`src/rtl/sio_pkg.sv`:
```
// Package: shared types for the serial shift port.
// Assumes: one clock domain; serial-clock edges arrive as single-cycle pulses.
package sio_pkg;
    // One-cycle pulses marking serial-clock edges in the system clock domain.
    typedef struct packed {
        logic fall;
        logic rise;
    } sck_evt_t;
endpackage

```
`src/rtl/sio_mclk.sv`:
```
// Module: master serial-clock generator.
// Divides the system clock by 2*HALF while a transfer runs; SCK idles high.
// Assumes: start is ignored while running; stop arrives on the final rising edge.
module sio_mclk #(
    parameter int HALF = 2
) (
    input  logic               clk,
    input  logic               rst_n,
    input  logic               start,
    input  logic               stop,
    output logic               sck,
    output logic               run,
    output sio_pkg::sck_evt_t  evt
);
    localparam int CW = (HALF > 1) ? $clog2(HALF) : 1;

    logic [CW-1:0] cnt;
    logic          tick;

    // Half-period boundary: SCK toggles on this cycle's closing edge.
    assign tick     = run && (cnt == CW'(HALF - 1));
    assign evt.fall = tick && sck;
    assign evt.rise = tick && !sck;

    // Run control, half-period counter and SCK level.
    always_ff @(posedge clk) begin
        if (!rst_n) begin
            run <= 1'b0;
            cnt <= '0;
            sck <= 1'b1;
        end else if (!run) begin
            cnt <= '0;
            sck <= 1'b1;
            if (start) run <= 1'b1;
        end else begin
            cnt <= tick ? '0 : cnt + CW'(1);
            if (tick) sck <= ~sck;
            if (stop) run <= 1'b0;
        end
    end
endmodule

```
`src/rtl/sio_sync.sv`:
```
// Module: external serial-clock synchronizer and edge detector.
// Two flops resynchronize sck_in; a third flop gives the edge detection.
// Assumes: external SCK half period longer than three system clocks; idle high.
module sio_sync (
    input  logic               clk,
    input  logic               rst_n,
    input  logic               sck_in,
    output sio_pkg::sck_evt_t  evt
);
    localparam int STAGES = 3;

    logic [STAGES-1:0] sh;

    // Shift the raw clock through the synchronizer chain.
    always_ff @(posedge clk) begin
        if (!rst_n) sh <= '1;
        else        sh <= {sh[STAGES-2:0], sck_in};
    end

    assign evt.fall = sh[STAGES-1] && !sh[STAGES-2];
    assign evt.rise = !sh[STAGES-1] && sh[STAGES-2];
endmodule

```
`src/rtl/sio_shift.sv`:
```
// Module: single-buffered data register, shifter and bit counter.
// Output changes on falls, input is taken on rises, MSB first.
// Assumes: a bus load wins over a shift in the same cycle; data has no reset.
module sio_shift #(
    parameter int WIDTH = 8
) (
    input  logic               clk,
    input  logic               rst_n,
    input  sio_pkg::sck_evt_t  evt,
    input  logic               load,
    input  logic [WIDTH-1:0]   wdata,
    input  logic               sdi,
    output logic [WIDTH-1:0]   data,
    output logic               sdo,
    output logic               late,
    output logic               done
);
    localparam int BW = (WIDTH > 2) ? $clog2(WIDTH) : 1;

    logic [BW-1:0] bitcnt;

    // The final rising edge of a transfer.
    assign done = evt.rise && late && (bitcnt == BW'(WIDTH - 1));

    // Transfer window, bit count and serial output bit.
    always_ff @(posedge clk) begin
        if (!rst_n) begin
            late   <= 1'b0;
            bitcnt <= '0;
            sdo    <= 1'b0;
        end else begin
            if (evt.fall) begin
                late <= 1'b1;
                sdo  <= data[WIDTH-1];
            end
            if (evt.rise && late) begin
                bitcnt <= done ? '0 : bitcnt + BW'(1);
                if (done) late <= 1'b0;
            end
        end
    end

    // Data register: bus load or serial shift; kept through reset.
    always_ff @(posedge clk) begin
        if (load)                  data <= wdata;
        else if (evt.rise && late) data <= {data[WIDTH-2:0], sdi};
    end
endmodule

```
`src/rtl/sio_flags.sv`:
```
// Module: completion and collision flags with the two-step clear handshake.
// Assumes: stat_rd and data_acc are never high in the same cycle.
module sio_flags (
    input  logic clk,
    input  logic rst_n,
    input  logic stat_rd,
    input  logic data_acc,
    input  logic done,
    input  logic collide,
    output logic spif,
    output logic dcol,
    output logic arm,
    output logic arm_sp
);
    // Track the handshake and update both flags, set winning over clear.
    always_ff @(posedge clk) begin
        if (!rst_n) begin
            spif   <= 1'b0;
            dcol   <= 1'b0;
            arm    <= 1'b0;
            arm_sp <= 1'b0;
        end else begin
            if (stat_rd) begin
                arm    <= 1'b1;
                arm_sp <= spif;
            end else if (data_acc) begin
                arm    <= 1'b0;
                arm_sp <= 1'b0;
            end
            spif <= done    | (spif & ~(data_acc & arm));
            dcol <= collide | (dcol & ~(data_acc & arm_sp));
        end
    end
endmodule

```
`src/rtl/sio_port.sv`:
```
// Module: serial shift port top.
// Decodes the bus, picks the clock source by mode and flags illegal accesses.
// Assumes: DIV even and at least 2; WIDTH at least 3; one strobe per access.
module sio_port #(
    parameter int          WIDTH     = 8,
    parameter int          ADDR_W    = 8,
    parameter int          DIV       = 4,
    parameter int unsigned STAT_ADDR = 'h0B,
    parameter int unsigned DATA_ADDR = 'h0C
) (
    input  logic              clk,
    input  logic              rst_n,
    input  logic [ADDR_W-1:0] addr,
    input  logic              rd,
    input  logic              wr,
    input  logic [WIDTH-1:0]  wdata,
    output logic [WIDTH-1:0]  rdata,
    input  logic              master,
    input  logic              sck_in,
    output logic              sck_out,
    input  logic              sdi,
    output logic              sdo
);
    import sio_pkg::*;

    localparam int HALF = DIV / 2;

    logic             stat_sel, data_sel, stat_rd, data_acc, load;
    logic             m_sck, m_run, late, done, collide;
    logic             spif, dcol, arm, arm_sp;
    logic [WIDTH-1:0] data;
    sck_evt_t         m_evt, s_evt, evt;

    // Bus decode.
    assign stat_sel = (addr == ADDR_W'(STAT_ADDR));
    assign data_sel = (addr == ADDR_W'(DATA_ADDR));
    assign stat_rd  = rd & stat_sel;
    assign data_acc = (rd | wr) & data_sel;
    assign load     = wr & data_sel;
    assign collide  = data_acc & late;

    sio_mclk #(.HALF(HALF)) u_mclk (
        .clk(clk), .rst_n(rst_n), .start(load & master), .stop(done),
        .sck(m_sck), .run(m_run), .evt(m_evt)
    );

    sio_sync u_sync (
        .clk(clk), .rst_n(rst_n), .sck_in(sck_in), .evt(s_evt)
    );

    // Clock source by mode.
    assign evt     = master ? m_evt : s_evt;
    assign sck_out = master ? m_sck : 1'b1;

    sio_shift #(.WIDTH(WIDTH)) u_shift (
        .clk(clk), .rst_n(rst_n), .evt(evt), .load(load), .wdata(wdata),
        .sdi(sdi), .data(data), .sdo(sdo), .late(late), .done(done)
    );

    sio_flags u_flags (
        .clk(clk), .rst_n(rst_n), .stat_rd(stat_rd), .data_acc(data_acc),
        .done(done), .collide(collide), .spif(spif), .dcol(dcol),
        .arm(arm), .arm_sp(arm_sp)
    );

    // Read mux: status flags in the top two bits, data register, else zero.
    always_comb begin
        if (stat_sel)      rdata = {spif, dcol, {(WIDTH-2){1'b0}}};
        else if (data_sel) rdata = data;
        else               rdata = '0;
    end
endmodule

```
`config.mk`:
```
export PLATFORM = sky130hd
export DESIGN_NAME = sio_port
export DESIGN_NICKNAME = d
export VERILOG_FILES = /design/src/rtl/sio_pkg.sv /design/src/rtl/sio_mclk.sv /design/src/rtl/sio_sync.sv /design/src/rtl/sio_shift.sv /design/src/rtl/sio_flags.sv /design/src/rtl/sio_port.sv
export SDC_FILE = /design/constraint.sdc
export NUM_CORES = 1
export LEC_CHECK = 0
export BUFFER_PORTS_ARGS = -buffer_cell sky130_fd_sc_hd__buf_2
export CAP_MARGIN = 0
export CORE_UTILIZATION = 52
export CTS_BUF_LIST = sky130_fd_sc_hd__clkbuf_2
export DETAILED_ROUTE_END_ITERATION = 8
export PLACE_DENSITY_LB_ADDON = 0.25
export SLEW_MARGIN = 20
export SYNTH_ARGS = -nofsm -noshare
export SYNTH_HDL_FRONTEND = slang
export SYNTH_SLANG_ARGS = --single-unit
```
`constraint.sdc`:
```
create_clock -name clk -period 1.63 [get_ports clk]
set_input_delay 0 -clock clk [delete_from_list [all_inputs] [get_ports clk]]
set_output_delay 0 -clock clk [all_outputs]
set_load 0.02 [all_outputs]
```
==> Word-level counts from Yosys, hierarchy flattened <==
Index checks and enable logic that the tools add are counted.
W data, S select, Z words.
{ "classes": {"eq_ne": 3, "addsub": 2, "muxes": 16, "bitwise": 17, "n_reduce_logical": 14} }
{ "ops": {"columns": ["op", "count"], "rows": [
  ["$mux W8", 4],
  ["$eq A8 B4 Y1 const B", 2],
  ["$mux W1", 10],
  ["$and A1 B1 Y1", 9],
  ["$logic_and A1 B1 Y1", 7],
  ["$not A1 Y1", 5],
  ["$reduce_bool A2 Y1", 2],
  ["$add A3 B1 Y3 const B", 1],
  ["$eq A3 B3 Y1 const B", 1],
  ["$logic_not A1 Y1", 3],
  ["$mux W3", 1],
  ["$or A1 B1 Y1", 3],
  ["$reduce_or A3 Y1", 1],
  ["$mux W2", 1],
  ["$reduce_and A2 Y1", 1],
  ["$add A1 B1 Y1 const B", 1]
]} }
{ "word_totals": {"output_inout_bits": 10, "word_cells": 64, "register_bits": 23} }

==> Logic depth before layout (Yosys ltp) <==
Gate-level depths: netlist of run 1.
{ "logic_depth": {"depth_word": 7, "mapped_depth": 5} }

==> Hierarchy <==
A second synthesis of run 1 with hierarchy kept.
{ "unflattened": {"hier_cells": 98, "area_unflattened_um2": 1129.8} }
{ "by_module_without_submodules": {"columns": ["module", "instances", "area_each_um2", "cells_each"], "rows": [
  ["sio_shift", 1, 583.1, 39],
  ["sio_port", 1, 187.7, 24],
  ["sio_flags", 1, 147.6, 14],
  ["sio_mclk", 1, 120.1, 13],
  ["sio_sync", 1, 91.3, 8]
]} }

==> Worst setup path after synthesis of run 1 <==
No wires, ideal clock.
{ "synth_timing": {"path_kind": "register -> register", "start": "reg u_mclk.sck", "end": "reg u_shift.data[0], enable pin", "path_stages_with_launch": 4, "synth_period_minus_slack_ps": 1366, "arrival_time_ps": 1064, "n_path_buf": 0, "setup_ps": 302, "path_slack_ps": 264, "path_cell_list": "dfxtp_1 -> and4b_1 -> o21ai_1 -> nand2_1"} }
{ "synth_between": {"elab_chain_cells": 5} }
{ "synth_rtl": {"columns": ["element", "line_no", "rtl"], "rows": [
  ["start, declared", "sio_mclk.sv:11", "output logic sck,"],
  ["start signal, assigned", "sio_mclk.sv:37", "if (tick) sck <= ~sck;"],
  ["$logic_not A1 Y1", "sio_mclk.sv:23", "assign evt.rise = tick && !sck;"],
  ["$logic_and A1 B1 Y1", "sio_mclk.sv:23", null],
  ["$mux W2", "sio_port.sv:52", "assign evt = master ? m_evt : s_evt;"],
  ["$logic_and A1 B1 Y1", "sio_shift.sv:46", "else if (evt.rise && late) data <= {data[WIDTH-2:0], sdi};"],
  ["$reduce_bool A2 Y1 (no line)", null, null],
  ["end signal, assigned", "sio_shift.sv:45", "if (load) data <= wdata;"],
  ["end signal, assigned", "sio_shift.sv:46", null],
  ["end, declared", "sio_shift.sv:13", "output logic [WIDTH-1:0] data,"]
]} }
Every way passes these cells.
A chain may end at the register's enable or synchronous reset.

==> Final worst setup path of run 1 <==
{ "layout_timing": {"start": "in addr[5]", "end": "reg u_shift.data[0] (data pin)"} }
{ "layout_between": {"elab_chain_cells": 3} }
{ "layout_rtl": {"columns": ["element", "line_no", "rtl"], "rows": [
  ["start, declared", "sio_port.sv:13", "input logic [ADDR_W-1:0] addr,"],
  ["$eq A8 B4 Y1", "sio_port.sv:36", "assign data_sel = (addr == ADDR_W'(DATA_ADDR));"],
  ["$and A1 B1 Y1", "sio_port.sv:39", "assign load = wr & data_sel;"],
  ["$mux W8", "sio_shift.sv:45", null]
]} }
Every way passes these cells.

==> flow_summary.ini, run 1 <==
[sta]
hold_viol = 0
rsz0062_at_grt = false
min_period_ns = 1.57
slew-limit-headroom = 0.725
post-route-period-util = 0.964
skew_ns = 0.00522
slew_viol_final = 0
max_freq_mhz = 637
setup_tns_ns = 0
setup_viol_count_final = 0
tightest_slew_ns = 0.409

[detailed_routing]
wl_per_cell_um = 13.9
wl_met3_um = 95
routed_wirelength_um = 2400
dr.pass1.iters = 4
drcViolationCount = 0
via_per_inst = 5.31
vias = 919
ant_nets = 0
m1WireLength_um = 1030
wl_met2_um = 1240
top_layer_used = met4
drtIter0Drc = 13

[synth]
yosysSeqAreaShare = 0.489
ys_seq_elements = 23
yosysTopAreaCell = dfxtp_1
synthCells = 96
syn_area_sq_um = 1110
syn_nets = 121
synth.distinct_cells = 35
yosysTopAreaCellShare = 0.271
yosys_warnings = 0
avgSynthCellArea_sq_um = 11.5
yosys-top-cells-area = dfxtp_1 (27%), edfxtp_1 (22%), mux2_4 (11%), and2_1 (4.5%), nand2b_1 (2.8%)

[die]
die_y_um = 48.1
die_x_um = 48.1
placement_rows = 16
coreArea_sq_um = 1980
die_area_sq_um = 2320
start_util = 0.558
io_pins = 33

[setup_path]
start_kind = input port
critical_path_class = in -> reg
crit_path_start = addr[5]
r2r_setup_slack_ns = 0.11
cp.required_ns = 1.75
path_max_fanout = 10
reg2regPathDepth = 3
worstPathArrival_ns = 1.69
r2r-start = u_mclk.sck
timing.rr.end = u_shift.data[2]
cp-end-kind = flop

[clock_tree]
postCtsSetupRepairBufs = 0
cts.sink_count = 23
h-tree-depth = 1
clock_latency_ns = 0.34
numCtsBuffers = 3
cts_tree = done
clk_pin_slew_worst_paths_ns = 0.20
clock_path_buffers = 2
root_buffer = clkbuf_2

[placed_design]
place.gp.congestion = 0.747
dp_hpwl_um = 1540
dp.cells = 155
portBuffers = 32

[final_layout]
reg_top3 = u_shift.data x8, u_shift.bitcnt x3, u_sync.sh x3
multi_input_area_sq_um = 553
final_nets = 172
drive_above_1_share = 0.349
final_cells = 173
diodes = 0
syn2layout_area_growth_pct = 32.6
num-fill-cells = 154
seqCellArea_sq_um = 541
largest_reg_flops = 8
regMostFlops = u_shift.data

[grt]
antenna_found_initial = 0
grt_max_degree = 18
grt_usage = 0.229
grt_overflow = 0
grt_pass1_vias = 865
grt_pass1_wl_um = 3600

[min_path]
holdPathEnd = u_flags.arm_sp
hold_depth = 4
min_from = addr[2]
hp-class = in -> reg

[pwr]
p_leak_uw = 0.000652
ir_drop_mv = 0.621
p_per_area_nw_per_um2 = 631

[flow_run]
drv_cap = 0

[run_status]
outcome = finished, final reports clean
-- cells by family after synthesis --
logic type                 after synthesis  share of synthesized area
AOI/OAI and AO/OA                       17                      0.110
and+or+nand+nor                         41                      0.240
buffers and inverters                    3                     0.0136
muxes                                    9                      0.118
DFF                                     23                      0.489
adders and majority gates                2                     0.0226
xor gates and xnor gates                 1                    0.00792
-- per-layer routing --
metal | vias to the layer above | GRT usage
li1 | 455 | -
met1 | 428 | 0.286
met2 | 31 | 0.389
met3 | 5 | 0.0481
met4 | 0 | 0.0833
met5 | - | 0
-- what timing repair did --
action                     CTS  global route
hold endpoints to repair    15             0
resized for setup            0             1
setup endpoints to repair    0             8
hold buffers                14             0
-- metrics by stage --
stage	setup slack [ns]	utilization	total power (uW)	instance area [sq um]	hold WS, ns
finish	0.0590	0.740	925	1470	0.00885
global route	0.00280	0.740	961	1470	0.0100
CTS	0.0250	0.739	921	1460	0.0214
detailed placement	0.0600	0.658	674	1300	0.200
global placement	0.140	0.658	670	1300	0.183
floorplan	0.264	-	633	1110	0.0730
-- critical path: stages --
cell and delay (ns):
buf_2 0.11, nor4_4 0.33, and3_4 0.28, nand2_8 0.10, mux2_4 0.31, dlygate4sd3_1 0.56
-- Yosys cell counts (all sizes together) --
master / n
and3: 2
and4b: 1
a21boi: 4
nand4: 4
nand3b: 1
nor4: 1
a31oi: 2
o22ai: 1
o21ai: 4
mux2: 8
or2: 1
xnor2: 1
a22o: 2
inv: 1
nand3: 1
edfxtp: 8
a41o: 1
o2111ai: 2
nand2b: 5
nor3b: 1
nor2: 4
nor2b: 2
clkbuf: 1
ha: 2
a21o: 1
nand2: 9
or3: 1
and2: 8
dfxtp: 15
buf: 1
mux2i: 1
-- layout by cell type, fill, tap and decap left out --
| cell type | count |
|---|---|
| a31oi_1 | 2 |
| dfxtp_1 | 15 |
| mux2_4 | 8 |
| and3_1 | 1 |
| mux2i_1 | 1 |
| a41o_1 | 1 |
| inv_1 | 1 |
| o2111ai_1 | 2 |
| and3_4 | 1 |
| nand2b_1 | 5 |
| buf_2 | 32 |
| a21o_1 | 1 |
| edfxtp_1 | 8 |
| xnor2_1 | 1 |
| clkbuf_2 | 4 |
| a21boi_0 | 3 |
| o22ai_1 | 1 |
| nand3b_1 | 1 |
| and2_1 | 8 |
| a22o_1 | 2 |
| nor2_1 | 4 |
| o21ai_1 | 1 |
| nor3b_1 | 1 |
| nor2b_1 | 2 |
| o21ai_0 | 3 |
| nand4_1 | 4 |
| or2_2 | 1 |
| a21boi_1 | 1 |
| nand2_8 | 1 |
| buf_4 | 2 |
| nand3_1 | 1 |
| nand2_1 | 7 |
| dlygate4sd3_1 | 14 |
| nor4_4 | 1 |
| and4b_1 | 1 |
| or3_1 | 1 |
| nand2_2 | 1 |
| ha_1 | 2 |
-- area by class of cell --
| cell class | instances | share of cell area |
|---|---|---|
| repair buffers | 48 | 0.215 |
| clock buffers | 4 | 0.0137 |
| multi-input cells | 70 | 0.377 |
| flip-flops and latches | 23 | 0.369 |
| well taps | 27 | 0.0230 |
| inverters | 1 | 0.00256 |
-- how the worst max path moves through the flow --
stage / to / cells past startpoint
global placement: u_shift.data[0] / 3
global route: u_shift.data[6] / 3
floorplan: u_shift.data[0] / 3
finish: u_shift.data[0] / 6
detailed placement: u_shift.data[0] / 3
CTS: u_shift.data[2] / 3
-- power by group --
part	leakage [uW]	internal, uW	switching, uW
Sequential	0.000193	596	3.00
Combinational	0.000442	55.2	35.4
Clock	0.0000166	64.9	171
Total	0.000652	716	209
(Power assumes the default switching activity.)
==> run 2: changes to the inputs <==
Settings changed: CORE_UTILIZATION 52 to 55.
Clock period 1.63 ns to 1.9 ns, I/O delays scaled along.
==> run 2 against run 1 <==
Effect of this change: hold slack gained 0.0030 ns; cell count shrank 1.7%; first-iteration DRC count grew 23%; global-route usage grew 2.4 points; sequential cell count is the same; final area shrank 0.51%; combinational power shrank 12%; register-to-register slack gained 0.12 ns; non-clock buffer count shrank 1; via count grew 1.8%; sequential power shrank 14%; core utilization grew 7.0 points; highest routed layer unchanged.
==> flow_summary.ini, run 2 (synthesized netlist as in run 1, its figures left out) <==
[detailed_routing]
routed_wirelength_um = 2520
drtIter0Drc = 16
ant_nets = 0
wl_per_cell_um = 14.8
vias = 936
dr.pass1.iters = 4
drcViolationCount = 0
via_per_inst = 5.51

[die]
placement_rows = 15
die_area_sq_um = 2190
die_y_um = 46.8
coreArea_sq_um = 1800
io_pins = 33
die_x_um = 46.8
start_util = 0.614

[sta]
skew_ns = 0.00255
max_freq_mhz = 592
setup_tns_ns = 0
post-route-period-util = 0.889
min_period_ns = 1.69
rsz0062_at_grt = false
tightest_slew_ns = 0.399
setup_viol_count_final = 0
slew_viol_final = 0
slew-limit-headroom = 0.732
hold_viol = 0

[final_layout]
final_common_cell = buf_2
regMostFlops = u_shift.data
final_nets = 171
most-common-layout-cells = buf_2 (32), dlygate4sd3_1 (15), dfxtp_1 (15)
drive_above_1_share = 0.331
diodes = 0
largest_reg_flops = 8
final_util = 0.810
reg_top3 = u_shift.data x8, u_shift.bitcnt x3, u_sync.sh x3
syn2layout_area_growth_pct = 31.9

[clock_tree]
numCtsBuffers = 3
clock_path_buffers = 2
clock_latency_ns = 0.34
cts_tree = done
root_buffer = clkbuf_2
clk_pin_slew_worst_paths_ns = 0.23
h-tree-depth = 1
postCtsSetupRepairBufs = 0
cts.sink_count = 23

[grt]
grt_usage = 0.253
grt_pass1_wl_um = 3840
grt_overflow = 0
grt_max_degree = 18
grt_pass1_vias = 858
antenna_found_initial = 0

[pwr]
p_sw_uw = 192
ir_drop_mv = 0.446
combinationalPowerShare = 0.100
p_per_area_nw_per_um2 = 548
sw_frac_of_total = 0.240
p_leak_uw = 0.000642
clkPwrFrac = 0.258
pwr-share-seq = 0.642
p_int_uw = 608

[setup_path]
critical_path_class = in -> reg
path_max_fanout = 12
cp-end-kind = flop
cp.required_ns = 2.03
start_kind = input port
worstPathArrival_ns = 1.82
cp_cell_sequence = buf_2, nor4_4, and3_4, nand2_8, mux2_4, dlygate4sd3_1
slowest_delay_ns = 0.58
slowest_stage = dlygate4sd3_1

[flow_run]
drv_cap = 0

[placed_design]
dp_hpwl_um = 1670
portBuffers = 32
place.gp.congestion = 0.826

[min_path]
hp-class = in -> reg

[run_status]
outcome = finished, final reports clean
run 2: changes by cell type in the layout (fill, tap and decap cells not counted), sizes merged:
cell / delta
clkinvlp: +1
dlygate4sd3: +1
clkbuf: -1
buf: -2
run 2: metal layers:
metal  global-route usage  share of wire
met1                0.316           0.42
met2                0.447           0.53
met3               0.0577          0.040
met4               0.0514         0.0040
met5                    0              0
run 2: power by group through the flow:
stage	clock network (uW)	logic (uW)	registers, uW
finish	207	79.7	514
global route	227	86.0	514
CTS	211	77.4	514
detailed placement	0	54.0	523
global placement	0	51.0	523
floorplan	0	19.8	523
run 2: path summary, 6_finish.rpt:
kind,depth (start not counted),slack [ns],from,end
max,6,0.21,addr[5],u_shift.data[0]
min reg2reg,1,0.45,u_sync.sh[0],u_sync.sh[1]
min,4,0.01,addr[2],u_flags.arm_sp
max reg2reg,3,0.23,u_mclk.sck,u_shift.data[4]
run 2: per-stage QoR:
stage / instance area, sq um / worst slack, ns / cells / hold WS [ns] / power, uW
3_5_place_dp: 1290 / 0.296 / 151 / 0.185 / 577
6_report: 1460 / 0.211 / 170 / 0.0118 / 800
3_3_place_gp: 1290 / 0.388 / 151 / 0.180 / 574
5_1_grt: 1460 / 0.0971 / 170 / 0.0179 / 828
4_1_cts: 1460 / 0.247 / 170 / 0.00572 / 802
2_1_floorplan: 1110 / 0.534 / 96 / 0.0730 / 543
run 2: final cells by class:
type,instances,area (sq um)
fill,125,343
clock buffer,3,15.0
sequential,23,541
tap,25,31.3
inverter,1,3.75
timing repair buffer,47,310
multi-input combinational,70,551
clock inverter,1,7.51
run 2: what timing repair did:
item                                   in CTS  in global routing
resized for setup                           0                  0
endpoints found under the hold margin      16                  0
hold buffers                               15                  0
run 2: worst max-delay path: cells and delay by family:
kind | cells | cell delay, ns
and+or+nand+nor | 3 | 0.80
buffers and inverters | 2 | 0.69
muxes | 1 | 0.32
==> run 3: changes to the inputs <==
Settings changed: CTS_CLUSTER_DIAMETER set to 200, PLACE_DENSITY set to 0.84, PLACE_DENSITY_LB_ADDON 0.25 to not set.
==> run 3 against run 2 <==
Effect of this change: highest routed layer unchanged; critical path depth is the same; die area is the same; largest power group unchanged; critical path type unchanged; clock skew grew 0.0065 ns; wire length shrank 3.0%; hold slack gained 0.0028 ns; combinational power shrank 2%; critical endpoint unchanged; power shrank 0.89%; sequential power is essentially flat.
==> flow_summary.ini, run 3 (synthesized netlist as in run 1, its figures left out) <==
[die]
die_y_um = 46.8
start_util = 0.614
die_x_um = 46.8
placement_rows = 15
die_area_sq_um = 2190
io_pins = 33
coreArea_sq_um = 1800

[setup_path]
timing.rr.end = u_shift.data[3]
r2r-start = u_mclk.sck
r2r_setup_slack_ns = 0.34
worstPathArrival_ns = 1.79
reg2regPathDepth = 3
cp.required_ns = 2.03
critical_path_class = in -> reg
cp-end-kind = flop
path_max_fanout = 12
start_kind = input port

[grt]
grt_pass1_wl_um = 3820
grt_usage = 0.250
grt_pass1_vias = 952
grt_max_degree = 18
antenna_found_initial = 0
grt_overflow = 0

[final_layout]
most-common-layout-cells = buf_2 (32), dfxtp_1 (15), dlygate4sd3_1 (14)
diodes = 0
final_nets = 170
reg_top3 = u_shift.data x8, u_shift.bitcnt x3, u_sync.sh x3
syn2layout_area_growth_pct = 30.8
final_common_cell = buf_2
num-fill-cells = 120
largest_reg_flops = 8
regMostFlops = u_shift.data
drive_above_1_share = 0.333

[pwr]
p_leak_uw = 0.000642
p_per_area_nw_per_um2 = 548
power_uw = 793
ir_drop_mv = 0.391

[detailed_routing]
dr.pass1.iters = 4
vias = 919
via_per_inst = 5.44
ant_nets = 0
wl_per_cell_um = 14.5
routed_wirelength_um = 2450
drcViolationCount = 0
drtIter0Drc = 17

[clock_tree]
clk_pin_slew_worst_paths_ns = 0.23
root_buffer = clkbuf_2
h-tree-depth = 1
cts_tree = done
clock_path_buffers = 2
cts.sink_count = 23
clock_latency_ns = 0.34
numCtsBuffers = 3
postCtsSetupRepairBufs = 0

[placed_design]
dp_hpwl_um = 1670
place.gp.congestion = 0.734
portBuffers = 32
pre_cts_slack_ns = 0.330

[sta]
hold_viol = 0
post-route-period-util = 0.870
rsz0062_at_grt = false
slew_viol_final = 0
min_period_ns = 1.65
setup_viol_count_final = 0
max_freq_mhz = 605
worst_slack_ns = 0.248
whs_ns = 0.0147
tightest_slew_ns = 0.379
setup_tns_ns = 0
slew-limit-headroom = 0.746
skew_ns = 0.00903

[run_status]
outcome = finished, final reports clean

[flow_run]
drv_cap = 0

[min_path]
hold_depth = 4
min_from = addr[6]
hp-class = in -> reg
holdPathEnd = u_flags.arm_sp
[run 3: per-layer routing]
metal / up-vias / track usage / share of wire / wire (um)
met5: - / 0 / 0 / 0
met4: 0 / 0.0914 / 0.0057 / 14
met3: 2 / 0.0538 / 0.052 / 127
met2: 35 / 0.456 / 0.53 / 1300
met1: 435 / 0.286 / 0.41 / 1010
li1: 447 / - / - / -
[run 3: critical path, stage by stage]
cell,delay [ns]
buf_2,0.11
nor4_4,0.32
and3_4,0.35
nand2_8,0.12
mux2_4,0.31
dlygate4sd3_1,0.56
[run 3: cell type report]
class | count | area (sq um) | area share
clock inverters | 1 | 5.00 | 0.00346
clock buffers | 3 | 15.0 | 0.0104
repair buffers | 46 | 300 | 0.208
inverters | 1 | 3.75 | 0.00260
well taps | 25 | 31.3 | 0.0216
multi-input cells | 70 | 551 | 0.381
flip-flops and latches | 23 | 541 | 0.374
[run 3: worst max-delay path by stage]
stage,cells past startpoint,slack (ns),from,to
final,6,0.25,addr[5],u_shift.data[0]
after global routing,6,0.21,addr[5],u_shift.data[0]
after CTS,6,0.27,addr[5],u_shift.data[0]
after detailed placement,5,0.33,addr[5],u_shift.data[1]
after global placement,5,0.39,addr[5],u_shift.data[0]
after floorplan,3,0.53,u_mclk.sck,u_shift.data[0]
[run 3: timing repair]
action                    in CTS  in global routing
gates resized for setup        0                  0
hold endpoints to repair      15                  0
hold buffers                  14                  0
[run 3: stage by stage]
| stage | cell area, sq um | utilization | cells |
|---|---|---|---|
| detailed placement | 1290 | 0.714 | 151 |
| global placement | 1290 | 0.714 | 151 |
| CTS | 1450 | 0.803 | 169 |
| finish | 1450 | 0.803 | 169 |
| global route | 1450 | 0.803 | 169 |
| floorplan | 1110 | - | 96 |
[run 3: where the power goes]
group          internal (uW)  total, uW  switching, uW
sequential               511        514           2.47
clock                   47.7        201            154
combinational           46.9       77.9           30.9
